==> src/rtl/ptc_pkg.sv <==
package ptc_pkg;
  typedef enum logic [1:0] {
    MODE_NORMAL = 2'd0,
    MODE_TRIG   = 2'd1,
    MODE_RAMTST = 2'd2,
    MODE_DACTST = 2'd3
  } mode_e;

  typedef enum logic [1:0] {
    SEL_PIX  = 2'd0,
    SEL_DAC  = 2'd1,
    SEL_SBP  = 2'd2,
    SEL_NONE = 2'd3
  } hsel_e;
endpackage

==> src/rtl/ptc_serializer.sv <==
module ptc_serializer #(
  parameter int PIX_W = 24
) (
  input  logic             clk,
  input  logic             rst,
  input  logic             load_i,
  input  logic [PIX_W-1:0] a_i,
  input  logic [PIX_W-1:0] b_i,
  input  logic             sync_i,
  input  logic             blank_i,
  output logic [PIX_W-1:0] pix_o,
  output logic             sync_o,
  output logic             blank_o,
  output logic             valid_o
);
  logic [PIX_W-1:0] hold_q;
  logic             hold_sync_q;
  logic             hold_blank_q;
  logic             pend_q;

  always_ff @(posedge clk) begin
    if (rst) begin
      pix_o        <= '0;
      sync_o       <= 1'b0;
      blank_o      <= 1'b0;
      valid_o      <= 1'b0;
      hold_q       <= '0;
      hold_sync_q  <= 1'b0;
      hold_blank_q <= 1'b0;
      pend_q       <= 1'b0;
    end else if (load_i) begin
      pix_o        <= a_i;
      sync_o       <= sync_i;
      blank_o      <= blank_i;
      valid_o      <= 1'b1;
      hold_q       <= b_i;
      hold_sync_q  <= sync_i;
      hold_blank_q <= blank_i;
      pend_q       <= 1'b1;
    end else if (pend_q) begin
      pix_o   <= hold_q;
      sync_o  <= hold_sync_q;
      blank_o <= hold_blank_q;
      valid_o <= 1'b1;
      pend_q  <= 1'b0;
    end else begin
      valid_o <= 1'b0;
    end
  end
endmodule

==> src/rtl/ptc_edge_trig.sv <==
module ptc_edge_trig (
  input  logic clk,
  input  logic rst,
  input  logic valid_i,
  input  logic bit_i,
  input  logic pol_i,
  input  logic arm_i,
  output logic trig_o
);
  logic prev_q;

  always_ff @(posedge clk) begin
    if (rst) begin
      prev_q <= 1'b0;
    end else if (valid_i) begin
      prev_q <= bit_i;
    end
  end

  always_comb begin
    if (pol_i) trig_o = arm_i & valid_i & prev_q & ~bit_i;
    else       trig_o = arm_i & valid_i & ~prev_q & bit_i;
  end
endmodule

==> src/rtl/ptc_video_pipe.sv <==
module ptc_video_pipe #(
  parameter int CW  = 8,
  parameter int DW  = 10,
  parameter int LAT = 4
) (
  input  logic              clk,
  input  logic              rst,
  input  logic              valid_i,
  input  logic [3*CW-1:0]   pix_i,
  input  logic              sync_i,
  input  logic              blank_i,
  input  logic              trig_i,
  input  logic              clr_i,
  input  logic              force_i,
  input  logic [DW-1:0]     tst_code_i,
  input  logic              tst_sync_i,
  input  logic              tst_blank_i,
  output logic              tap_valid_o,
  output logic              tap_trig_o,
  output logic [DW-1:0]     tap_red_o,
  output logic [LAT-2:0]    trig_vec_o,
  output logic              dac_valid_o,
  output logic [DW-1:0]     dac_r_o,
  output logic [DW-1:0]     dac_g_o,
  output logic [DW-1:0]     dac_b_o,
  output logic              dac_sync_o,
  output logic              dac_blank_o
);
  localparam int NSTG  = LAT - 1;
  localparam int PIX_W = 3 * CW;
  localparam int PAD   = DW - CW;

  typedef struct packed {
    logic             v;
    logic             t;
    logic             s;
    logic             b;
    logic [PIX_W-1:0] p;
  } stage_t;

  stage_t        head;
  stage_t        stg_q [NSTG];
  stage_t        tail;
  logic [DW-1:0] code [3];

  always_comb begin
    head = '{v: valid_i, t: trig_i & ~clr_i, s: sync_i, b: blank_i, p: pix_i};
    tail = stg_q[NSTG-1];
  end

  always_ff @(posedge clk) begin
    if (rst) begin
      for (int i = 0; i < NSTG; i++) stg_q[i] <= '0;
    end else begin
      stg_q[0] <= head;
      for (int i = 1; i < NSTG; i++) begin
        stg_q[i] <= stg_q[i-1];
        if (clr_i) stg_q[i].t <= 1'b0;
      end
    end
  end

  for (genvar i = 0; i < NSTG; i++) begin : g_tvec
    assign trig_vec_o[i] = stg_q[i].t;
  end

  // channel 0 blue, 1 green, 2 red
  for (genvar c = 0; c < 3; c++) begin : g_widen
    logic [DW-1:0] raw;
    assign raw     = DW'(tail.p[c*CW +: CW]);
    assign code[c] = raw << PAD;
  end

  assign tap_valid_o = tail.v;
  assign tap_trig_o  = tail.t;
  assign tap_red_o   = code[2];

  always_ff @(posedge clk) begin
    if (rst) begin
      dac_valid_o <= 1'b0;
      dac_r_o     <= '0;
      dac_g_o     <= '0;
      dac_b_o     <= '0;
      dac_sync_o  <= 1'b0;
      dac_blank_o <= 1'b0;
    end else if (force_i) begin
      dac_valid_o <= 1'b0;
      dac_r_o     <= tst_code_i;
      dac_g_o     <= tst_code_i;
      dac_b_o     <= tst_code_i;
      dac_sync_o  <= tst_sync_i;
      dac_blank_o <= tst_blank_i;
    end else begin
      dac_valid_o <= tail.v;
      dac_r_o     <= code[2];
      dac_g_o     <= code[1];
      dac_b_o     <= code[0];
      dac_sync_o  <= tail.s;
      dac_blank_o <= tail.b;
    end
  end
endmodule

==> src/rtl/ptc_test_regs.sv <==
module ptc_test_regs
  import ptc_pkg::*;
#(
  parameter int CW = 8,
  parameter int DW = 10
) (
  input  logic          clk,
  input  logic          rst,
  input  mode_e         mode_i,
  input  logic          chg_i,
  input  logic          ser_valid_i,
  input  logic [CW-1:0] ser_red_i,
  input  logic          trig0_i,
  input  logic          tap_valid_i,
  input  logic          tap_trig_i,
  input  logic [DW-1:0] tap_code_i,
  input  logic          we_i,
  input  logic [1:0]    sel_i,
  input  logic [DW-1:0] wdata_i,
  input  logic [1:0]    rd_sel_i,
  output logic [CW-1:0] pix_tst_o,
  output logic [DW-1:0] dac_tst_o,
  output logic [2:0]    sbp_o,
  output logic [DW-1:0] rd_data_o
);
  logic cap_pix;
  logic cap_dac;

  always_comb begin
    cap_pix = (mode_i == MODE_TRIG) ? trig0_i : ser_valid_i;
    unique case (mode_i)
      MODE_NORMAL: cap_dac = tap_valid_i;
      MODE_TRIG:   cap_dac = tap_valid_i & tap_trig_i & ~chg_i;
      default:     cap_dac = 1'b0;
    endcase
  end

  always_ff @(posedge clk) begin
    if (rst) begin
      pix_tst_o <= '0;
      dac_tst_o <= '0;
      sbp_o     <= '0;
    end else begin
      if (cap_pix) pix_tst_o <= ser_red_i;
      if (cap_dac) dac_tst_o <= tap_code_i;
      else if (we_i && hsel_e'(sel_i) == SEL_DAC) dac_tst_o <= wdata_i;
      if (we_i && hsel_e'(sel_i) == SEL_SBP) sbp_o <= wdata_i[2:0];
    end
  end

  always_ff @(posedge clk) begin
    if (rst) begin
      rd_data_o <= '0;
    end else begin
      unique case (hsel_e'(rd_sel_i))
        SEL_PIX: rd_data_o <= DW'(pix_tst_o);
        SEL_DAC: rd_data_o <= dac_tst_o;
        SEL_SBP: rd_data_o <= DW'(sbp_o);
        default: rd_data_o <= '0;
      endcase
    end
  end
endmodule

==> src/rtl/pixtest_capture.sv <==
module pixtest_capture
  import ptc_pkg::*;
#(
  parameter int CW  = 8,
  parameter int DW  = 10,
  parameter int LAT = 4
) (
  input  logic            clk,
  input  logic            rst,
  input  logic [1:0]      mode_i,
  input  logic            trig_pol_i,
  input  logic            pair_load_i,
  input  logic [3*CW-1:0] pix_a_i,
  input  logic [3*CW-1:0] pix_b_i,
  input  logic            sync_i,
  input  logic            blank_i,
  input  logic            host_we_i,
  input  logic [1:0]      host_sel_i,
  input  logic [DW-1:0]   host_wdata_i,
  input  logic [1:0]      rd_sel_i,
  output logic [DW-1:0]   rd_data_o,
  output logic            dac_valid_o,
  output logic [DW-1:0]   dac_r_o,
  output logic [DW-1:0]   dac_g_o,
  output logic [DW-1:0]   dac_b_o,
  output logic            dac_sync_o,
  output logic            dac_blank_o
);
  localparam int PIX_W = 3 * CW;

  mode_e            mode;
  logic [1:0]       mode_q;
  logic             chg;
  logic [PIX_W-1:0] ser_pix;
  logic             ser_sync, ser_blank, ser_valid;
  logic             trig0;
  logic             tap_valid, tap_trig;
  logic [DW-1:0]    tap_red;
  logic [LAT-2:0]   trig_vec;
  logic [CW-1:0]    pix_tst;
  logic [DW-1:0]    dac_tst;
  logic [2:0]       sbp;

  assign mode = mode_e'(mode_i);
  assign chg  = (mode_i != mode_q);

  always_ff @(posedge clk) begin
    if (rst) mode_q <= 2'd0;
    else     mode_q <= mode_i;
  end

  ptc_serializer #(.PIX_W(PIX_W)) i_ser (
    .clk(clk), .rst(rst), .load_i(pair_load_i), .a_i(pix_a_i), .b_i(pix_b_i),
    .sync_i(sync_i), .blank_i(blank_i), .pix_o(ser_pix), .sync_o(ser_sync),
    .blank_o(ser_blank), .valid_o(ser_valid)
  );

  ptc_edge_trig i_trig (
    .clk(clk), .rst(rst), .valid_i(ser_valid), .bit_i(ser_pix[PIX_W-1]),
    .pol_i(trig_pol_i), .arm_i((mode == MODE_TRIG) && !chg), .trig_o(trig0)
  );

  ptc_video_pipe #(.CW(CW), .DW(DW), .LAT(LAT)) i_pipe (
    .clk(clk), .rst(rst), .valid_i(ser_valid), .pix_i(ser_pix), .sync_i(ser_sync),
    .blank_i(ser_blank), .trig_i(trig0), .clr_i(chg),
    .force_i(mode == MODE_DACTST), .tst_code_i(dac_tst), .tst_sync_i(sbp[0]),
    .tst_blank_i(sbp[1]), .tap_valid_o(tap_valid), .tap_trig_o(tap_trig),
    .tap_red_o(tap_red), .trig_vec_o(trig_vec), .dac_valid_o(dac_valid_o),
    .dac_r_o(dac_r_o), .dac_g_o(dac_g_o), .dac_b_o(dac_b_o),
    .dac_sync_o(dac_sync_o), .dac_blank_o(dac_blank_o)
  );

  ptc_test_regs #(.CW(CW), .DW(DW)) i_regs (
    .clk(clk), .rst(rst), .mode_i(mode), .chg_i(chg), .ser_valid_i(ser_valid),
    .ser_red_i(ser_pix[PIX_W-1 -: CW]), .trig0_i(trig0), .tap_valid_i(tap_valid),
    .tap_trig_i(tap_trig), .tap_code_i(tap_red), .we_i(host_we_i),
    .sel_i(host_sel_i), .wdata_i(host_wdata_i), .rd_sel_i(rd_sel_i),
    .pix_tst_o(pix_tst), .dac_tst_o(dac_tst), .sbp_o(sbp), .rd_data_o(rd_data_o)
  );
endmodule

==> config.mk <==
export PLATFORM = sky130hd
export DESIGN_NAME = pixtest_capture
export DESIGN_NICKNAME = d
export VERILOG_FILES = /design/src/rtl/ptc_pkg.sv /design/src/rtl/ptc_serializer.sv /design/src/rtl/ptc_edge_trig.sv /design/src/rtl/ptc_video_pipe.sv /design/src/rtl/ptc_test_regs.sv /design/src/rtl/pixtest_capture.sv
export SDC_FILE = /design/constraint.sdc
export NUM_CORES = 1
export LEC_CHECK = 0
export BUFFER_PORTS_ARGS = -buffer_cell sky130_fd_sc_hd__buf_2
export CORE_MARGIN = 2
export CORE_UTILIZATION = 50
export CTS_CLUSTER_SIZE = 20
export DETAILED_ROUTE_END_ITERATION = 8
export MAX_ROUTING_LAYER = met4
export PLACE_DENSITY = 0.74
export SYNTH_ARGS = -nofsm -noshare
export SYNTH_HDL_FRONTEND = slang
export SYNTH_SLANG_ARGS = --single-unit
==> constraint.sdc <==
create_clock -name clk -period 1.3 [get_ports clk]
set_input_delay 0.065 -clock clk [delete_from_list [all_inputs] [get_ports clk]]
set_output_delay 0.065 -clock clk [all_outputs]
set_load 0.005 [all_outputs]
## Yosys cells after proc, flatten, opt, wreduce, memory -nomap -nowiden

Memory sizes are Yosys's and may differ from the RTL's.
Cells that the tools add are included.

| word-level totals | value |
|---|---|
| register bits after elaboration | 117 |
| RAM bits | 84 |
| input port bits | 71 |
| output and inout bits | 43 |
| word-level logic and storage cells | 89 |
| memories kept | 1 |

Memories:

| name | depth | width | read ports | clocked after Yosys merged registers in | wr ports | RTL line | text |
|---|---|---|---|---|---|---|---|
| i_pipe.stg_q | 3 | 28 | 3 | 0 | 3 | ptc_video_pipe.sv:42 | `stage_t stg_q [NSTG];` |

| operators by class | value |
|---|---|
| eq/ne operators | 7 |
| muxes and demuxes | 31 |
| bitwise gates (word level) | 17 |
| reduce and logical (&&, ||, !) cells | 11 |

Operators with widths:

| operator | number |
|---|---|
| $mux W28 | 3 |
| $mux W10 | 5 |
| $mux W24 | 2 |
| $pmux W10 S3 | 1 |
| $mux W1 | 19 |
| $and A1 B1 Y1 | 8 |
| $eq A2 B1 Y1 const B | 3 |
| $eq A2 B2 Y1 const B | 3 |
| $reduce_or A2 Y1 | 3 |
| $or A1 B1 Y1 | 5 |
| $logic_not A2 Y1 | 2 |
| $not A1 Y1 | 4 |
| $reduce_bool A2 Y1 | 2 |
| $logic_and A1 B1 Y1 | 3 |
| $ne A2 B2 Y1 | 1 |
| $pmux W1 S2 | 1 |
| $logic_not A1 Y1 | 1 |

## Logic depth before layout (Yosys ltp)

Gate-level depths: netlist (run 1).

| logic depth | value |
|---|---|
| word-level depth | 9 |
| gate-level depth with buffers | 6 |
| depth with buffers taken out | 4 |

## Modules after synthesis

A second synthesis (run 1) with hierarchy kept.

| unflattened totals | value |
|---|---|
| cell total of the unflattened synthesis | 654 |
| area, all modules | 8079.0 µm² |

By module, submodules not included:

| module | times used | cells each | area an instance (µm²) | seq. area each (µm²) |
|---|---|---|---|---|
| ptc_video_pipe | 1 | 296 | 4479.3 | 3093.0 |
| ptc_serializer | 1 | 205 | 2202.1 | 1081.0 |
| ptc_test_regs | 1 | 136 | 1249.9 | 620.6 |
| pixtest_capture | 1 | 10 | 88.8 | 40.0 |
| ptc_edge_trig | 1 | 7 | 58.8 | 20.0 |

## Worst setup path before layout (run 1)

Ideal clock, no wire load.

| timing | value |
|---|---|
| kind | flip-flop to flip-flop |
| start point | register i_ser.pix_o[23] |
| end point | memory i_pipe.stg_q[0][26] (netlist bit) (data pin) |
| library setup time | 255 ps |
| data arrival time | 997 ps |
| data required time | 1045 ps |
| path slack | 48 ps |
| cell stages (with the launch flop) | 4 |
| buffers on the path | 0 |
| period minus slack after synthesis | 1252 ps |
| path through | dfxtp_1 -> and3b_1 -> o2111a_1 -> and3_1 |

RTL lines:

| what | RTL line | text |
|---|---|---|
| from (decl) | ptc_serializer.sv:11 | `output logic [PIX_W-1:0] pix_o,` |
| from (signal assigned) | ptc_serializer.sv:32 | `pix_o <= a_i;` |
| from (signal assigned) | ptc_serializer.sv:41 | `pix_o <= hold_q;` |
| to (decl) | ptc_video_pipe.sv:42 |  |

==> impl_results.html, run 1 <==
<table>
<tr><th>Metric</th><th>Value</th></tr>
<tr><th colspan="2">Placed design</th></tr>
<tr><td>Standard cell area after detailed placement</td><td>8640 µm²</td></tr>
<tr><td>HPWL after DPL</td><td>9580 µm</td></tr>
<tr><td>Routability cong.</td><td>0.808</td></tr>
<tr><td>Input/output buffers</td><td>113</td></tr>
<tr><th colspan="2">STA</th></tr>
<tr><td>Number of max-slew violations in the final report</td><td>0</td></tr>
<tr><td>Worst rel slew slack</td><td>0.161</td></tr>
<tr><td>Clock Skews</td><td>0.0104 ns</td></tr>
<tr><td>Tcrit/Tclk final</td><td>0.999</td></tr>
<tr><td>Unrepaired setup endpoints after global routing</td><td>yes</td></tr>
<tr><td>Actual transition at the worst max-transition pin</td><td>1.26 ns</td></tr>
<tr><td>Hold Fails Final Rpt</td><td>0</td></tr>
<tr><td>Highest achievable clock rate</td><td>0.770 GHz</td></tr>
<tr><td>Shortest clock period the worst path allows after layout</td><td>1.30 ns</td></tr>
<tr><td>Final-report setup violation count</td><td>0</td></tr>
<tr><td>Post-route worst hold slack</td><td>0.00313 ns</td></tr>
<tr><th colspan="2">Cells and area</th></tr>
<tr><td>Sequential cell area</td><td>4860 µm²</td></tr>
<tr><td>Area of the multi-input gates</td><td>2810 µm²</td></tr>
<tr><td>Antenna diode count</td><td>0</td></tr>
<tr><td>Post-layout nets</td><td>948</td></tr>
<tr><td>Area grow syn2layout</td><td>31.5%</td></tr>
<tr><td>Post-Route Utilization</td><td>0.677</td></tr>
<tr><td>Post-route cell area</td><td>9920 µm²</td></tr>
<tr><td>Filler instances</td><td>1,116</td></tr>
<tr><td>Fraction of layout cells with a size suffix above 1</td><td>0.192</td></tr>
<tr><th colspan="2">Floorplan</th></tr>
<tr><td>Starting density of the core</td><td>0.515</td></tr>
<tr><td>Vertical die dimension</td><td>127 µm</td></tr>
<tr><td>Overall die area</td><td>16,100 µm²</td></tr>
<tr><td>Number of core rows</td><td>44</td></tr>
<tr><td>Horizontal extent of the die</td><td>127 µm</td></tr>
<tr><td>Area of the core</td><td>14,600 µm²</td></tr>
<tr><td>I/O pin count</td><td>114</td></tr>
<tr><th colspan="2">Status</th></tr>
<tr><td>Run status</td><td>completed</td></tr>
<tr><th colspan="2">Route</th></tr>
<tr><td>Via density per instance</td><td>4.76</td></tr>
<tr><td>Antenna-violating nets left</td><td>0</td></tr>
<tr><td>Total wire length after detailed routing</td><td>14,700 µm</td></tr>
<tr><td>Drt drc</td><td>0</td></tr>
<tr><td>Initial DRT Pass Iterations</td><td>4</td></tr>
<tr><td>Vias after detailed routing</td><td>5,112</td></tr>
<tr><td>Iteration-0 DRC Markers</td><td>234</td></tr>
<tr><td>Post-detailed-route wirelength per cell</td><td>13.7 µm</td></tr>
<tr><th colspan="2">Logic synthesis</th></tr>
<tr><td>Number of different library cells in the post-synthesis netlist</td><td>34</td></tr>
<tr><td>Async SR Flop Fraction</td><td>0</td></tr>
<tr><td>Top-count cell post-synth</td><td>sky130_fd_sc_hd__dfxtp_1</td></tr>
<tr><td>Sequential area share after synthesis</td><td>0.644</td></tr>
<tr><td>Top post-synthesis cells by count</td><td>118 x sky130_fd_sc_hd__dfxtp_1, 100 x sky130_fd_sc_hd__nor2_1, 84 x sky130_fd_sc_hd__nor2b_1</td></tr>
<tr><td>Top_reg_cell synth</td><td>sky130_fd_sc_hd__dfxtp_1</td></tr>
<tr><td>Post-synth design cell area</td><td>7540 µm²</td></tr>
<tr><td>Top area cells in the synthesized netlist</td><td>sky130_fd_sc_hd__edfxtp_1 33%, sky130_fd_sc_hd__dfxtp_1 31%, sky130_fd_sc_hd__mux2i_1 9.8%</td></tr>
<tr><td>Post-Synthesis Mean Instance Area</td><td>12.1 µm²</td></tr>
<tr><td>Number of flops mapped to enable cells by yosys</td><td>83</td></tr>
<tr><td>Flip-flop and latch count after synthesis</td><td>201</td></tr>
<tr><td>Post-synthesis cell count</td><td>624</td></tr>
<tr><td>Share of Yosys cell area claimed by the top area cell type</td><td>0.330</td></tr>
<tr><td>Number of warnings issued by yosys</td><td>0</td></tr>
<tr><td>Cell accounting for the most synthesized area</td><td>sky130_fd_sc_hd__edfxtp_1</td></tr>
<tr><th colspan="2">CTS</th></tr>
<tr><td>H-tree lvl count</td><td>1</td></tr>
<tr><td>Later-pin clock latency in the skew report</td><td>0.48 ns</td></tr>
<tr><td>CTS root buffer</td><td>sky130_fd_sc_hd__clkbuf_16</td></tr>
<tr><td>CTS tree</td><td>built</td></tr>
<tr><td>TritonCTS buffer count</td><td>21</td></tr>
<tr><td>Clock-pin slew of the registers on the worst-case setup and hold paths</td><td>0.06 ns</td></tr>
<tr><td>Num Clock Sinks</td><td>201</td></tr>
<tr><td>Maximum clock path buffer count</td><td>3</td></tr>
<tr><td>Post-CTS Repair Setup Buffers</td><td>0</td></tr>
<tr><th colspan="2">Critical path</th></tr>
<tr><td>Worst endpoint data arrival time</td><td>1.53 ns</td></tr>
<tr><td>Worst Setup Start Kind</td><td>flip-flop</td></tr>
<tr><td>Flop2flop setup slack</td><td>0.002 ns</td></tr>
<tr><td>Critical-path maximum fanout</td><td>5</td></tr>
<tr><td>Crit path required time</td><td>1.54 ns</td></tr>
<tr><td>Worst setup path class</td><td>flip-flop to flip-flop</td></tr>
<tr><td>Type of destination of the critical path</td><td>flip-flop</td></tr>
<tr><th colspan="2">Power</th></tr>
<tr><td>Combinational fraction of design power</td><td>0.079</td></tr>
<tr><td>Part of the power in registers</td><td>0.521</td></tr>
<tr><td>Leakage</td><td>4.33 nW</td></tr>
<tr><td>Clock group share of total power</td><td>0.400</td></tr>
<tr><td>Net switching component of the power</td><td>2.91 mW</td></tr>
<tr><td>Power per unit of standard cell area</td><td>1370 nW/µm²</td></tr>
<tr><td>Max VDD drop</td><td>0.902 mV</td></tr>
<tr><td>Cell-internal power</td><td>10.7 mW</td></tr>
<tr><td>Switching portion of total power</td><td>0.214</td></tr>
<tr><th colspan="2">Global routing</th></tr>
<tr><td>Total congestion overflow after global routing</td><td>0</td></tr>
<tr><td>GRT Util Overall</td><td>0.189</td></tr>
<tr><td>Vias in the first global route</td><td>5,087</td></tr>
<tr><td>Pin count of the biggest net entering global routing</td><td>107</td></tr>
<tr><td>Global-route wire length before repair</td><td>24,000 µm</td></tr>
<tr><td>Initial antenna violation count</td><td>0</td></tr>
<tr><th colspan="2">Worst hold path</th></tr>
<tr><td>Min-Delay Path Class</td><td>input port to flip-flop</td></tr>
<tr><th colspan="2">Run</th></tr>
<tr><td>Total of max-cap violations</td><td>0</td></tr>
</table>
==> per-layer routing <==
metal | vias up | part of all wire | track usage
met5 | - | 0 | -
met4 | 0 | 0.023 | 0.0549
met3 | 30 | 0.050 | 0.0346
met2 | 136 | 0.49 | 0.320
met1 | 2347 | 0.44 | 0.233
li1 | 2599 | - | -
==> critical path, cell delays in order (launching register included) <==
cell                       delay [ns]
sky130_fd_sc_hd__dfxtp_2         0.34
sky130_fd_sc_hd__and3b_2         0.24
sky130_fd_sc_hd__o2111a_2        0.32
sky130_fd_sc_hd__and3_1          0.15
==> cell usage in the layout (no fill, tap or decap), types with 4 or more instances in the layout <==
master | netlist | routed
sky130_fd_sc_hd__a211oi_1 | 6 | 5
sky130_fd_sc_hd__a21oi_1 | 37 | 37
sky130_fd_sc_hd__a22o_1 | 26 | 26
sky130_fd_sc_hd__and2_1 | 5 | 5
sky130_fd_sc_hd__buf_12 | 0 | 7
sky130_fd_sc_hd__buf_2 | 14 | 112
sky130_fd_sc_hd__buf_4 | 6 | 11
sky130_fd_sc_hd__clkbuf_1 | 17 | 8
sky130_fd_sc_hd__clkbuf_16 | 0 | 22
sky130_fd_sc_hd__clkinv_1 | 0 | 4
sky130_fd_sc_hd__conb_1 | 1 | 83
sky130_fd_sc_hd__dfxtp_1 | 118 | 115
sky130_fd_sc_hd__dlygate4sd3_1 | 0 | 60
sky130_fd_sc_hd__edfxtp_1 | 83 | 83
sky130_fd_sc_hd__mux2i_1 | 74 | 74
sky130_fd_sc_hd__nand3_1 | 8 | 8
sky130_fd_sc_hd__nor2_1 | 100 | 100
sky130_fd_sc_hd__nor2b_1 | 84 | 84
sky130_fd_sc_hd__nor3_1 | 8 | 8
sky130_fd_sc_hd__o21ai_1 | 1 | 7
==> worst paths after layout <==
kind	start	to	depth (start not counted)
setup / recovery	i_ser.pix_o[23]	i_pipe.stg_q[0][26]	3
hold / removal	rst	i_regs.dac_tst_o[3]	3
setup reg to reg	i_ser.pix_o[23]	i_pipe.stg_q[0][26]	3
hold reg to reg	i_pipe.stg_q[2][5]	i_pipe.dac_b_o[7]	1
==> metrics by stage <==
stage	power (mW)	instances	setup slack, ns	setup TNS, ns
final	13.6	1075	0.00178	0
after CTS	13.7	1075	0.00398	0
after global routing	14.1	1075	-0.0227	-0.0944
after global placement	8.08	977	-0.121	-3.17
after detailed placement	8.12	977	-0.220	-5.59
after floorplan	7.75	706	0.0478	0
==> cell type report <==
cell class                      count  share of cell area
Timing Repair Buffer              190               0.139
Clock buffer                       32              0.0613
Multi-Input combinational cell    460               0.283
Clock inverter                      5             0.00202
Inverter                            3             0.00114
Sequential cell                   201               0.490
Tap cell                          184              0.0232
==> timing repair <==
action                                  4_1_cts  5_1_grt
cloned                                        1        0
pin swaps                                     0        3
endpoints found under the setup margin       11       21
endpoints found under the hold margin        69        0
gates resized for setup                       4       12
hold buffers                                 60        0
==> power groups by stage <==
stage / clock network [mW] / logic, mW / registers (mW)
after CTS: 5.55 / 1.06 / 7.08
after detailed placement: 0 / 0.914 / 7.21
after global routing: 5.82 / 1.20 / 7.11
final: 5.43 / 1.08 / 7.08
after global placement: 0 / 0.881 / 7.20
after floorplan: 0 / 0.603 / 7.15
==> state kept, by name (all words and copies together) (netlist names), 2 cells and up <==
name and cells:
i_regs.pix_tst_o 8, mode_q 2, i_regs.sbp_o 3, i_ser.pix_o 24, i_pipe.dac_g_o 10, i_regs.rd_data_o 10
i_pipe.dac_b_o 8, i_pipe.stg_q 84, i_ser.hold_q 24, i_regs.dac_tst_o 10, i_pipe.dac_r_o 8
==> logic make-up after synthesis <==
| logic type | Yosys count | share of synthesized area |
|---|---|---|
| DFF | 201 | 0.644 |
| AOI/OAI and AO/OA | 86 | 0.0788 |
| buffers and inverters | 46 | 0.0312 |
| and+or+nand+nor | 214 | 0.145 |
| muxes | 74 | 0.0982 |
| xor gates and xnor gates | 2 | 0.00232 |
| other | 1 | 0.000497 |
No activity file was read; power rests on OpenSTA's default activity.
==> run 2: changes to the inputs <==
ABC_AREA = 1   (was not set)
TNS_END_PERCENT = 100   (was not set)
==> run 2 against run 1 <==
Against the previous run: synthesized area up 2.2%; flip-flop and latch count unchanged; core utilization up 0.45 points; hold slack better by 0.014 ns; total power up 3.3%; register-to-register slack better by 0.04 ns; clock skew up 0.0071 ns; via count up 20%; non-clock buffer count up 19; critical path type unchanged.
==> impl_results.html, run 2 <==
<table>
<tr><th>Metric</th><th>Value</th></tr>
<tr><th colspan="2">Power</th></tr>
<tr><td>Leakage</td><td>4.93 nW (+14%)</td></tr>
<tr><td>Switching portion of total power</td><td>0.222 (+0.00775)</td></tr>
<tr><td>Net switching component of the power</td><td>3.11 mW (+7.0%)</td></tr>
<tr><td>Part of the power in registers</td><td>0.503 (-0.018)</td></tr>
<tr><td>Cell-internal power</td><td>10.9 mW (+2.2%)</td></tr>
<tr><td>Max VDD drop</td><td>0.970 mV (+7.5%)</td></tr>
<tr><td>Power per unit of standard cell area</td><td>1360 nW/µm² (-0.82%)</td></tr>
<tr><td>Clock group share of total power</td><td>0.410 (+0.010)</td></tr>
<tr><td>Combinational fraction of design power</td><td>0.086 (+0.007)</td></tr>
<tr><td>Power, Total</td><td>14.0 mW (+3.3%)</td></tr>
<tr><th colspan="2">Placed design</th></tr>
<tr><td>Routability cong.</td><td>0.898 (+11%)</td></tr>
<tr><td>HPWL after DPL</td><td>10,700 µm (+12%)</td></tr>
<tr><td>Input/output buffers</td><td>113 (unchanged)</td></tr>
<tr><td>Placed Instances</td><td>1,223 (+25%)</td></tr>
<tr><td>Standard cell area after detailed placement</td><td>8870 µm² (+2.7%)</td></tr>
<tr><td>Worst setup slack after placement</td><td>-0.0400 ns (+0.180 ns)</td></tr>
<tr><th colspan="2">CTS</th></tr>
<tr><td>Later-pin clock latency in the skew report</td><td>0.49 ns (about the same)</td></tr>
<tr><td>Clock-pin slew of the registers on the worst-case setup and hold paths</td><td>0.06 ns (about the same)</td></tr>
<tr><td>Maximum clock path buffer count</td><td>3 (unchanged)</td></tr>
<tr><td>TritonCTS buffer count</td><td>21 (unchanged)</td></tr>
<tr><td>Post-CTS Repair Setup Buffers</td><td>0 (unchanged)</td></tr>
<tr><td>CTS root buffer</td><td>sky130_fd_sc_hd__clkbuf_16</td></tr>
<tr><td>H-tree lvl count</td><td>1 (unchanged)</td></tr>
<tr><td>Num Clock Sinks</td><td>201 (unchanged)</td></tr>
<tr><td>CTS tree</td><td>built</td></tr>
<tr><th colspan="2">Logic synthesis</th></tr>
<tr><td>Top_reg_cell synth</td><td>sky130_fd_sc_hd__dfxtp_1</td></tr>
<tr><td>Number of flops mapped to enable cells by yosys</td><td>83 (unchanged)</td></tr>
<tr><td>Sequential area share after synthesis</td><td>0.630 (-0.0138)</td></tr>
<tr><td>Top post-synthesis cells by count</td><td>151 x sky130_fd_sc_hd__nand2_1, 141 x sky130_fd_sc_hd__inv_1, 118 x sky130_fd_sc_hd__dfxtp_1</td></tr>
<tr><td>Share of Yosys cell area claimed by the top area cell type</td><td>0.323 (-0.00708)</td></tr>
<tr><td>Cell accounting for the most synthesized area</td><td>sky130_fd_sc_hd__edfxtp_1</td></tr>
<tr><td>Post-synth design cell area</td><td>7710 µm² (+2.2%)</td></tr>
<tr><td>Post-synthesis cell count</td><td>856 (+37%)</td></tr>
<tr><td>Flip-flop and latch count after synthesis</td><td>201 (unchanged)</td></tr>
<tr><td>Number of warnings issued by yosys</td><td>0 (unchanged)</td></tr>
<tr><td>Number of different library cells in the post-synthesis netlist</td><td>28 (-18%)</td></tr>
<tr><td>Async SR Flop Fraction</td><td>0 (unchanged)</td></tr>
<tr><td>Top area cells in the synthesized netlist</td><td>sky130_fd_sc_hd__edfxtp_1 32%, sky130_fd_sc_hd__dfxtp_1 31%, sky130_fd_sc_hd__nand2_1 7.4%</td></tr>
<tr><td>Top-count cell post-synth</td><td>sky130_fd_sc_hd__nand2_1</td></tr>
<tr><td>Post-Synthesis Mean Instance Area</td><td>9.01 µm² (-26%)</td></tr>
<tr><th colspan="2">STA</th></tr>
<tr><td>Post-route worst hold slack</td><td>0.0176 ns (+0.0145 ns)</td></tr>
<tr><td>Final-report setup violation count</td><td>0 (unchanged)</td></tr>
<tr><td>Highest achievable clock rate</td><td>0.795 GHz (+3.2%)</td></tr>
<tr><td>Post-Route Setup TNS</td><td>0 ns (unchanged)</td></tr>
<tr><td>Hold Fails Final Rpt</td><td>0 (unchanged)</td></tr>
<tr><td>Unrepaired setup endpoints after global routing</td><td>yes</td></tr>
<tr><td>Tcrit/Tclk final</td><td>0.967 (-0.0312)</td></tr>
<tr><td>Number of max-slew violations in the final report</td><td>0 (unchanged)</td></tr>
<tr><td>Clock Skews</td><td>0.0175 ns (+0.00709 ns)</td></tr>
<tr><td>Shortest clock period the worst path allows after layout</td><td>1.26 ns (-0.0406 ns)</td></tr>
<tr><td>Post-route worst setup slack</td><td>0.0424 ns (+0.0406 ns)</td></tr>
<tr><th colspan="2">Critical path</th></tr>
<tr><td>Delay of the slowest cell on the worst path</td><td>0.32 ns (-0.02 ns)</td></tr>
<tr><td>Worst endpoint data arrival time</td><td>1.64 ns (+0.11 ns)</td></tr>
<tr><td>CP cell instances</td><td>inv_2, nand2_1, a21oi_4, o211ai_2, a21oi_1, nor2_1</td></tr>
<tr><td>Crit path required time</td><td>1.68 ns (+0.14 ns)</td></tr>
<tr><td>Levels on crit path</td><td>6 (+3)</td></tr>
<tr><td>Delay-heaviest family, CP</td><td>compound AO/OA/AOI/OAI gates</td></tr>
<tr><td>Type of destination of the critical path</td><td>flip-flop</td></tr>
<tr><td>CP Buf/Inv Count</td><td>1 (+1)</td></tr>
<tr><td>Worst setup path class</td><td>flip-flop to flip-flop</td></tr>
<tr><td>Critical-path maximum fanout</td><td>4 (-1)</td></tr>
<tr><td>Number of cells on the worst reg-to-reg path</td><td>6 (+3)</td></tr>
<tr><td>Standard cell with the maximum stage delay on the critical path</td><td>sky130_fd_sc_hd__dfxtp_1</td></tr>
<tr><td>Worst Setup Start Kind</td><td>flip-flop</td></tr>
<tr><th colspan="2">Route</th></tr>
<tr><td>Highest metal layer with signal wires</td><td>met4</td></tr>
<tr><td>Drt drc</td><td>0 (unchanged)</td></tr>
<tr><td>Iteration-0 DRC Markers</td><td>425 (+82%)</td></tr>
<tr><td>Post-detailed-route wirelength per cell</td><td>12.6 µm (-7.9%)</td></tr>
<tr><td>Vias after detailed routing</td><td>6,155 (+20%)</td></tr>
<tr><td>Met2 wire length</td><td>7920 µm (+11%)</td></tr>
<tr><td>Via density per instance</td><td>4.62 (-2.8%)</td></tr>
<tr><td>Metal3 WL</td><td>925 µm (+25%)</td></tr>
<tr><td>Antenna-violating nets left</td><td>0 (unchanged)</td></tr>
<tr><td>Initial DRT Pass Iterations</td><td>5 (+1)</td></tr>
<tr><td>Met1 wire length</td><td>7480 µm (+15%)</td></tr>
<tr><td>Total wire length after detailed routing</td><td>16,800 µm (+14%)</td></tr>
<tr><th colspan="2">Cells and area</th></tr>
<tr><td>Most frequent cells in the layout</td><td>149 x sky130_fd_sc_hd__nand2_1, 139 x sky130_fd_sc_hd__inv_1, 118 x sky130_fd_sc_hd__dfxtp_1</td></tr>
<tr><td>Filler instances</td><td>1,150 (+3.0%)</td></tr>
<tr><td>Antenna diode count</td><td>0 (unchanged)</td></tr>
<tr><td>Area grow syn2layout</td><td>34.0%</td></tr>
<tr><td>Reg with most FFs</td><td>i_pipe.stg_q</td></tr>
<tr><td>Number of flip-flops under the largest register name</td><td>84 (unchanged)</td></tr>
<tr><td>Post-route cell area</td><td>10,300 µm² (+4.1%)</td></tr>
<tr><td>Cell Count, Final, Fillers Out</td><td>1,331 (+24%)</td></tr>
<tr><td>Leading cell type in the layout, fill and taps excluded</td><td>sky130_fd_sc_hd__nand2_1</td></tr>
<tr><td>Fraction of layout cells with a size suffix above 1</td><td>0.171 (-0.0213)</td></tr>
<tr><td>Post-layout nets</td><td>1,200 (+27%)</td></tr>
<tr><td>Post-Route Utilization</td><td>0.682 (+0.00449)</td></tr>
<tr><td>Registers with the most flip-flops</td><td>i_pipe.stg_q (84), i_ser.hold_q (24), i_ser.pix_o (24)</td></tr>
<tr><th colspan="2">Floorplan</th></tr>
<tr><td>Area of the core</td><td>15,100 µm² (+3.4%)</td></tr>
<tr><td>Horizontal extent of the die</td><td>128 µm (+1.1%)</td></tr>
<tr><td>Overall die area</td><td>16,400 µm² (+2.1%)</td></tr>
<tr><td>Starting density of the core</td><td>0.509 (-0.00616)</td></tr>
<tr><td>Vertical die dimension</td><td>128 µm (+1.1%)</td></tr>
<tr><td>I/O pin count</td><td>114 (unchanged)</td></tr>
<tr><td>Number of core rows</td><td>45 (+2.3%)</td></tr>
<tr><th colspan="2">Status</th></tr>
<tr><td>Run status</td><td>completed</td></tr>
<tr><th colspan="2">Global routing</th></tr>
<tr><td>Pin count of the biggest net entering global routing</td><td>63 (-41%)</td></tr>
<tr><td>Vias in the first global route</td><td>5,707 (+12%)</td></tr>
<tr><td>Total congestion overflow after global routing</td><td>0 (unchanged)</td></tr>
<tr><td>GRT Util Overall</td><td>0.211 (+0.0223)</td></tr>
<tr><td>Global-route wire length before repair</td><td>26,900 µm (+12%)</td></tr>
<tr><td>Initial antenna violation count</td><td>0 (unchanged)</td></tr>
<tr><th colspan="2">Run</th></tr>
<tr><td>Total of max-cap violations</td><td>0 (unchanged)</td></tr>
<tr><th colspan="2">Worst hold path</th></tr>
<tr><td>Count of cells along the worst hold path</td><td>5 (+2)</td></tr>
<tr><td>Min-Delay Path Class</td><td>input port to flip-flop</td></tr>
</table>
run 2: changes by cell type in the layout (fill, tap and decap cells not counted), moves of 40 or more:
cell	delta
sky130_fd_sc_hd__nand3_1	+40
sky130_fd_sc_hd__nand2_1	+149
sky130_fd_sc_hd__inv_1	+138
sky130_fd_sc_hd__o21ai_0	+50
sky130_fd_sc_hd__mux2i_1	-72
sky130_fd_sc_hd__nor2b_1	-84
run 2: metal layers:
metal	track usage	up-vias
li1	-	3192
met1	0.267	2708
met2	0.345	219
met3	0.0346	36
met4	0.0776	0
met5	-	-
run 2: power groups by stage:
stage | Combinational (mW) | Clock [mW] | Sequential (mW)
3_3_place_gp | 0.984 | 0 | 7.18
3_5_place_dp | 1.00 | 0 | 7.19
5_1_grt | 1.36 | 6.12 | 7.10
2_1_floorplan | 0.611 | 0 | 7.16
6_report | 1.21 | 5.76 | 7.07
4_1_cts | 1.16 | 5.88 | 7.06
run 2: layout make-up:
class / instances / area [µm²] / share of cell area
sequential: 201 / 4850 / 0.470
multi-input combinational: 551 / 2500 / 0.242
timing repair buffer: 209 / 1520 / 0.147
clock buffer: 34 / 657 / 0.0636
inverter: 145 / 544 / 0.0527
tap: 188 / 235 / 0.0228
clock inverter: 3 / 17.5 / 0.00170
run 2: worst paths after layout:
path / from / end / slack (ns)
setup / recovery: i_ser.pix_o[23] / i_regs.pix_tst_o[7] / 0.04
hold / removal: host_wdata_i[5] / i_regs.dac_tst_o[5] / 0.02
setup reg to reg: i_ser.pix_o[23] / i_regs.pix_tst_o[7] / 0.04
hold reg to reg: i_ser.hold_q[3] / i_ser.hold_q[3] / 0.46
run 2: logic make-up after synthesis:
logic type | after synthesis | share of synthesized area
flip-flops | 201 | 0.630
multiplexers | 2 | 0.00260
other | 1 | 0.000486
buffers and inverters | 189 | 0.0988
AO/OA/AOI/OAI | 119 | 0.0831
AND/OR/NAND/NOR | 343 | 0.184
XOR/XNOR | 1 | 0.00114
run 2: worst min-delay path, delay by kind of cell:
kind | cells | cell delay (ns)
compound gates | 1 | 0.06
buf+inv | 1 | 0.10
simple gates | 3 | 0.23
run 2: repair_timing:
| action | in CTS | in global routing |
|---|---|---|
| endpoints found under the setup margin | 13 | 18 |
| hold endpoints to repair | 71 | 0 |
| pin swaps | 1 | 5 |
| gates cloned | 0 | 3 |
| hold buffers | 68 | 0 |
| resized for setup | 2 | 12 |
==> run 3: changes to the inputs <==
SYNTH_HIERARCHICAL = 1   (was not set)
==> run 3 against run 2 <==
Against the previous run: the flow now finishes with violations (negative setup slack); combinational power about the same; largest power group unchanged; synthesized cell count grew 8.1%; setup slack got worse by 0.066 ns; register-to-register slack worse by 0.07 ns; via count grew 3.2%; clock skew shrank 0.0071 ns; critical endpoint is now i_regs/pix_tst_o[7]; core utilization down 1.3 points.
==> impl_results.html, run 3 <==
<table>
<tr><th>Metric</th><th>Value</th></tr>
<tr><th colspan="2">Status</th></tr>
<tr><td>Run status</td><td>finished with violations</td></tr>
<tr><td>Violations in the final reports</td><td>negative setup slack</td></tr>
<tr><th colspan="2">Global routing</th></tr>
<tr><td>Pin count of the biggest net entering global routing</td><td>52 (-17%)</td></tr>
<tr><td>Met1 usage in global routing</td><td>0.258 (-0.00832)</td></tr>
<tr><td>Layer with the highest usage</td><td>met2</td></tr>
<tr><td>Vias in the first global route</td><td>5,856 (+2.6%)</td></tr>
<tr><td>Total congestion overflow after global routing</td><td>0 (unchanged)</td></tr>
<tr><td>M3 GR Usage</td><td>0.0314 (-0.00329)</td></tr>
<tr><td>GRT Util Overall</td><td>0.204 (-0.00729)</td></tr>
<tr><td>Global-route wire length before repair</td><td>27,100 µm (+0.56%)</td></tr>
<tr><td>Initial antenna violation count</td><td>0 (unchanged)</td></tr>
<tr><td>GR Util met2</td><td>0.341 (-0.00471)</td></tr>
<tr><th colspan="2">Power</th></tr>
<tr><td>Net switching component of the power</td><td>3.21 mW (+3.0%)</td></tr>
<tr><td>Part of the power in registers</td><td>0.508 (+0.005)</td></tr>
<tr><td>Clock group share of total power</td><td>0.404 (-0.006)</td></tr>
<tr><td>Leakage</td><td>5.21 nW (+5.6%)</td></tr>
<tr><td>Combinational fraction of design power</td><td>0.088 (+0.002)</td></tr>
<tr><td>Max VDD drop</td><td>0.904 mV (-6.8%)</td></tr>
<tr><td>Switching portion of total power</td><td>0.230 (+0.00784)</td></tr>
<tr><td>Power, Total</td><td>14.0 mW (-0.49%)</td></tr>
<tr><td>Cell-internal power</td><td>10.8 mW (-1.5%)</td></tr>
<tr><td>Power per unit of standard cell area</td><td>1320 nW/µm² (-2.6%)</td></tr>
<tr><th colspan="2">Placed design</th></tr>
<tr><td>HPWL after DPL</td><td>10,700 µm (+0.36%)</td></tr>
<tr><td>Placed Instances</td><td>1,304 (+6.6%)</td></tr>
<tr><td>Standard cell area after detailed placement</td><td>8990 µm² (+1.4%)</td></tr>
<tr><td>Input/output buffers</td><td>113 (unchanged)</td></tr>
<tr><td>Routability cong.</td><td>0.858 (-4.5%)</td></tr>
<tr><td>Worst setup slack after placement</td><td>-0.107 ns (-0.0673 ns)</td></tr>
<tr><th colspan="2">CTS</th></tr>
<tr><td>CTS root buffer</td><td>sky130_fd_sc_hd__clkbuf_16</td></tr>
<tr><td>Maximum clock path buffer count</td><td>3 (unchanged)</td></tr>
<tr><td>H-tree lvl count</td><td>1 (unchanged)</td></tr>
<tr><td>CTS tree</td><td>built</td></tr>
<tr><td>Clock-pin slew of the registers on the worst-case setup and hold paths</td><td>0.06 ns (about the same)</td></tr>
<tr><td>Later-pin clock latency in the skew report</td><td>0.50 ns (about the same)</td></tr>
<tr><td>Num Clock Sinks</td><td>201 (unchanged)</td></tr>
<tr><td>TritonCTS buffer count</td><td>21 (unchanged)</td></tr>
<tr><th colspan="2">Run</th></tr>
<tr><td>Total of max-cap violations</td><td>0 (unchanged)</td></tr>
<tr><th colspan="2">Route</th></tr>
<tr><td>Iteration-0 DRC Markers</td><td>436 (+2.6%)</td></tr>
<tr><td>Antenna-violating nets left</td><td>0 (unchanged)</td></tr>
<tr><td>Drt drc</td><td>0 (unchanged)</td></tr>
<tr><td>Vias after detailed routing</td><td>6,350 (+3.2%)</td></tr>
<tr><td>Via density per instance</td><td>4.48 (-3.2%)</td></tr>
<tr><td>Total wire length after detailed routing</td><td>17,300 µm (+2.8%)</td></tr>
<tr><td>Initial DRT Pass Iterations</td><td>5 (unchanged)</td></tr>
<tr><td>Post-detailed-route wirelength per cell</td><td>12.2 µm (-3.5%)</td></tr>
<tr><th colspan="2">STA</th></tr>
<tr><td>Worst rel slew slack</td><td>0.641</td></tr>
<tr><td>Hold Fails Final Rpt</td><td>0 (unchanged)</td></tr>
<tr><td>Tcrit/Tclk final</td><td>1.02 (+0.0507)</td></tr>
<tr><td>Final-report setup violation count</td><td>8 (+8)</td></tr>
<tr><td>Highest achievable clock rate</td><td>0.756 GHz (-5.0%)</td></tr>
<tr><td>Post-Route Setup TNS</td><td>-0.0942 ns (-0.0942 ns)</td></tr>
<tr><td>Post-route worst setup slack</td><td>-0.0235 ns (-0.0659 ns)</td></tr>
<tr><td>Shortest clock period the worst path allows after layout</td><td>1.32 ns (+0.0659 ns)</td></tr>
<tr><td>Unrepaired setup endpoints after global routing</td><td>yes</td></tr>
<tr><td>Actual transition at the worst max-transition pin</td><td>0.537 ns</td></tr>
<tr><td>Clock Skews</td><td>0.0104 ns (-0.00705 ns)</td></tr>
<tr><td>Number of max-slew violations in the final report</td><td>0 (unchanged)</td></tr>
<tr><td>Post-route worst hold slack</td><td>0.0171 ns (-0.000506 ns)</td></tr>
<tr><th colspan="2">Cells and area</th></tr>
<tr><td>Cell Count, Final, Fillers Out</td><td>1,418 (+6.5%)</td></tr>
<tr><td>Most frequent cells in the layout</td><td>220 x sky130_fd_sc_hd__nand2_1, 135 x sky130_fd_sc_hd__inv_1, 120 x sky130_fd_sc_hd__nor2_1</td></tr>
<tr><td>Leading cell type in the layout, fill and taps excluded</td><td>sky130_fd_sc_hd__nand2_1</td></tr>
<tr><td>Post-layout nets</td><td>1,258 (+4.8%)</td></tr>
<tr><td>Post-route cell area</td><td>10,500 µm² (+2.1%)</td></tr>
<tr><td>Fraction of layout cells with a size suffix above 1</td><td>0.191 (+0.0199)</td></tr>
<tr><td>Registers with the most flip-flops</td><td>i_pipe/stg_q (84), i_ser/hold_q (24), i_ser/pix_o (24)</td></tr>
<tr><td>Reg with most FFs</td><td>i_pipe/stg_q</td></tr>
<tr><td>Post-Route Utilization</td><td>0.669 (-0.0130)</td></tr>
<tr><td>Number of flip-flops under the largest register name</td><td>84 (unchanged)</td></tr>
<tr><td>Antenna diode count</td><td>0 (unchanged)</td></tr>
<tr><td>Area grow syn2layout</td><td>31.4%</td></tr>
<tr><th colspan="2">Logic synthesis</th></tr>
<tr><td>Post-Synthesis Mean Instance Area</td><td>8.68 µm² (-3.7%)</td></tr>
<tr><td>Number of warnings issued by yosys</td><td>6 (+6)</td></tr>
<tr><td>Post-synth design cell area</td><td>8030 µm² (+4.1%)</td></tr>
<tr><td>Post-synthesis cell count</td><td>925 (+8.1%)</td></tr>
<tr><th colspan="2">Floorplan</th></tr>
<tr><td>Vertical die dimension</td><td>131 µm (+2.0%)</td></tr>
<tr><td>Overall die area</td><td>17,100 µm² (+4.0%)</td></tr>
<tr><td>Horizontal extent of the die</td><td>131 µm (+2.0%)</td></tr>
<tr><td>I/O pin count</td><td>114 (unchanged)</td></tr>
<tr><td>Starting density of the core</td><td>0.509 (about the same)</td></tr>
<tr><td>Number of core rows</td><td>46 (+2.2%)</td></tr>
<tr><td>Area of the core</td><td>15,800 µm² (+4.1%)</td></tr>
<tr><th colspan="2">Critical path</th></tr>
<tr><td>Crit path required time</td><td>1.72 ns (+0.04 ns)</td></tr>
<tr><td>Delay of the slowest cell on the worst path</td><td>0.32 ns (about the same)</td></tr>
<tr><td>Standard cell with the maximum stage delay on the critical path</td><td>sky130_fd_sc_hd__dfxtp_2</td></tr>
<tr><td>CP Buf/Inv Count</td><td>3 (+2)</td></tr>
<tr><td>Worst Setup Start Kind</td><td>flip-flop</td></tr>
<tr><td>Worst setup path class</td><td>flip-flop to flip-flop</td></tr>
<tr><td>Type of destination of the critical path</td><td>flip-flop</td></tr>
<tr><td>CP cell instances</td><td>inv_2, nand2_2, nor2_2, nand2_1, inv_2, nand2_2, nor2_4, nand3_2, nand2_4, buf_12, o21ai_2, nor2_1</td></tr>
<tr><td>Critical-path maximum fanout</td><td>8 (+4)</td></tr>
<tr><td>Delay-heaviest family, CP</td><td>simple AND/OR/NAND/NOR gates</td></tr>
<tr><td>Worst endpoint data arrival time</td><td>1.75 ns (+0.11 ns)</td></tr>
<tr><th colspan="2">Worst hold path</th></tr>
<tr><td>Min-Delay Path Class</td><td>input port to flip-flop</td></tr>
</table>
-- run 3: cell type report --
| cell class | count | area, µm² |
|---|---|---|
| multi-input cells | 608 | 2670 |
| clock buffers | 31 | 614 |
| clock inverters | 7 | 40.0 |
| fillers | 1280 | 5220 |
| repair buffers | 211 | 1550 |
| well taps | 216 | 270 |
| inverters | 144 | 547 |
| flip-flops and latches | 201 | 4860 |
-- run 3: worst paths after layout --
check                          start                   to  slack (ns)  cells after the start
hold reg to reg   i_pipe/stg_q[2][7]    i_pipe/dac_b_o[9]        0.43                      2
hold / removal         host_sel_i[1]      i_regs/sbp_o[0]        0.02                      5
setup / recovery           mode_q[1]  i_regs/pix_tst_o[7]       -0.02                     12
setup reg to reg           mode_q[1]  i_regs/pix_tst_o[7]       -0.02                     12
-- run 3: tightest hold or removal path, delay by kind of cell --
family,cells,cell delay [ns]
simple gates,3,0.15
compound gates,1,0.13
buf+inv,1,0.11
-- run 3: power groups by stage --
stage	registers, mW	logic [mW]	clock network [mW]
after floorplan	7.18	0.673	0
after global placement	7.21	0.945	0
after detailed placement	7.22	0.972	0
after CTS	7.09	1.15	5.77
after global routing	7.12	1.38	6.01
final	7.09	1.23	5.65
-- run 3: repair_timing --
item,4_1_cts,5_1_grt
buffers inserted,1,3
hold buffers,70,0
gates resized for setup,14,42
pin swaps,13,21
cloned,0,2
endpoints found under the hold margin,77,0
endpoints found under the setup margin,11,48
-- run 3: routing by layer --
layer	vias up	routed length (µm)
met5	-	0
met4	0	366
met3	34	927
met2	201	8320
met1	2821	7680
li1	3294	-
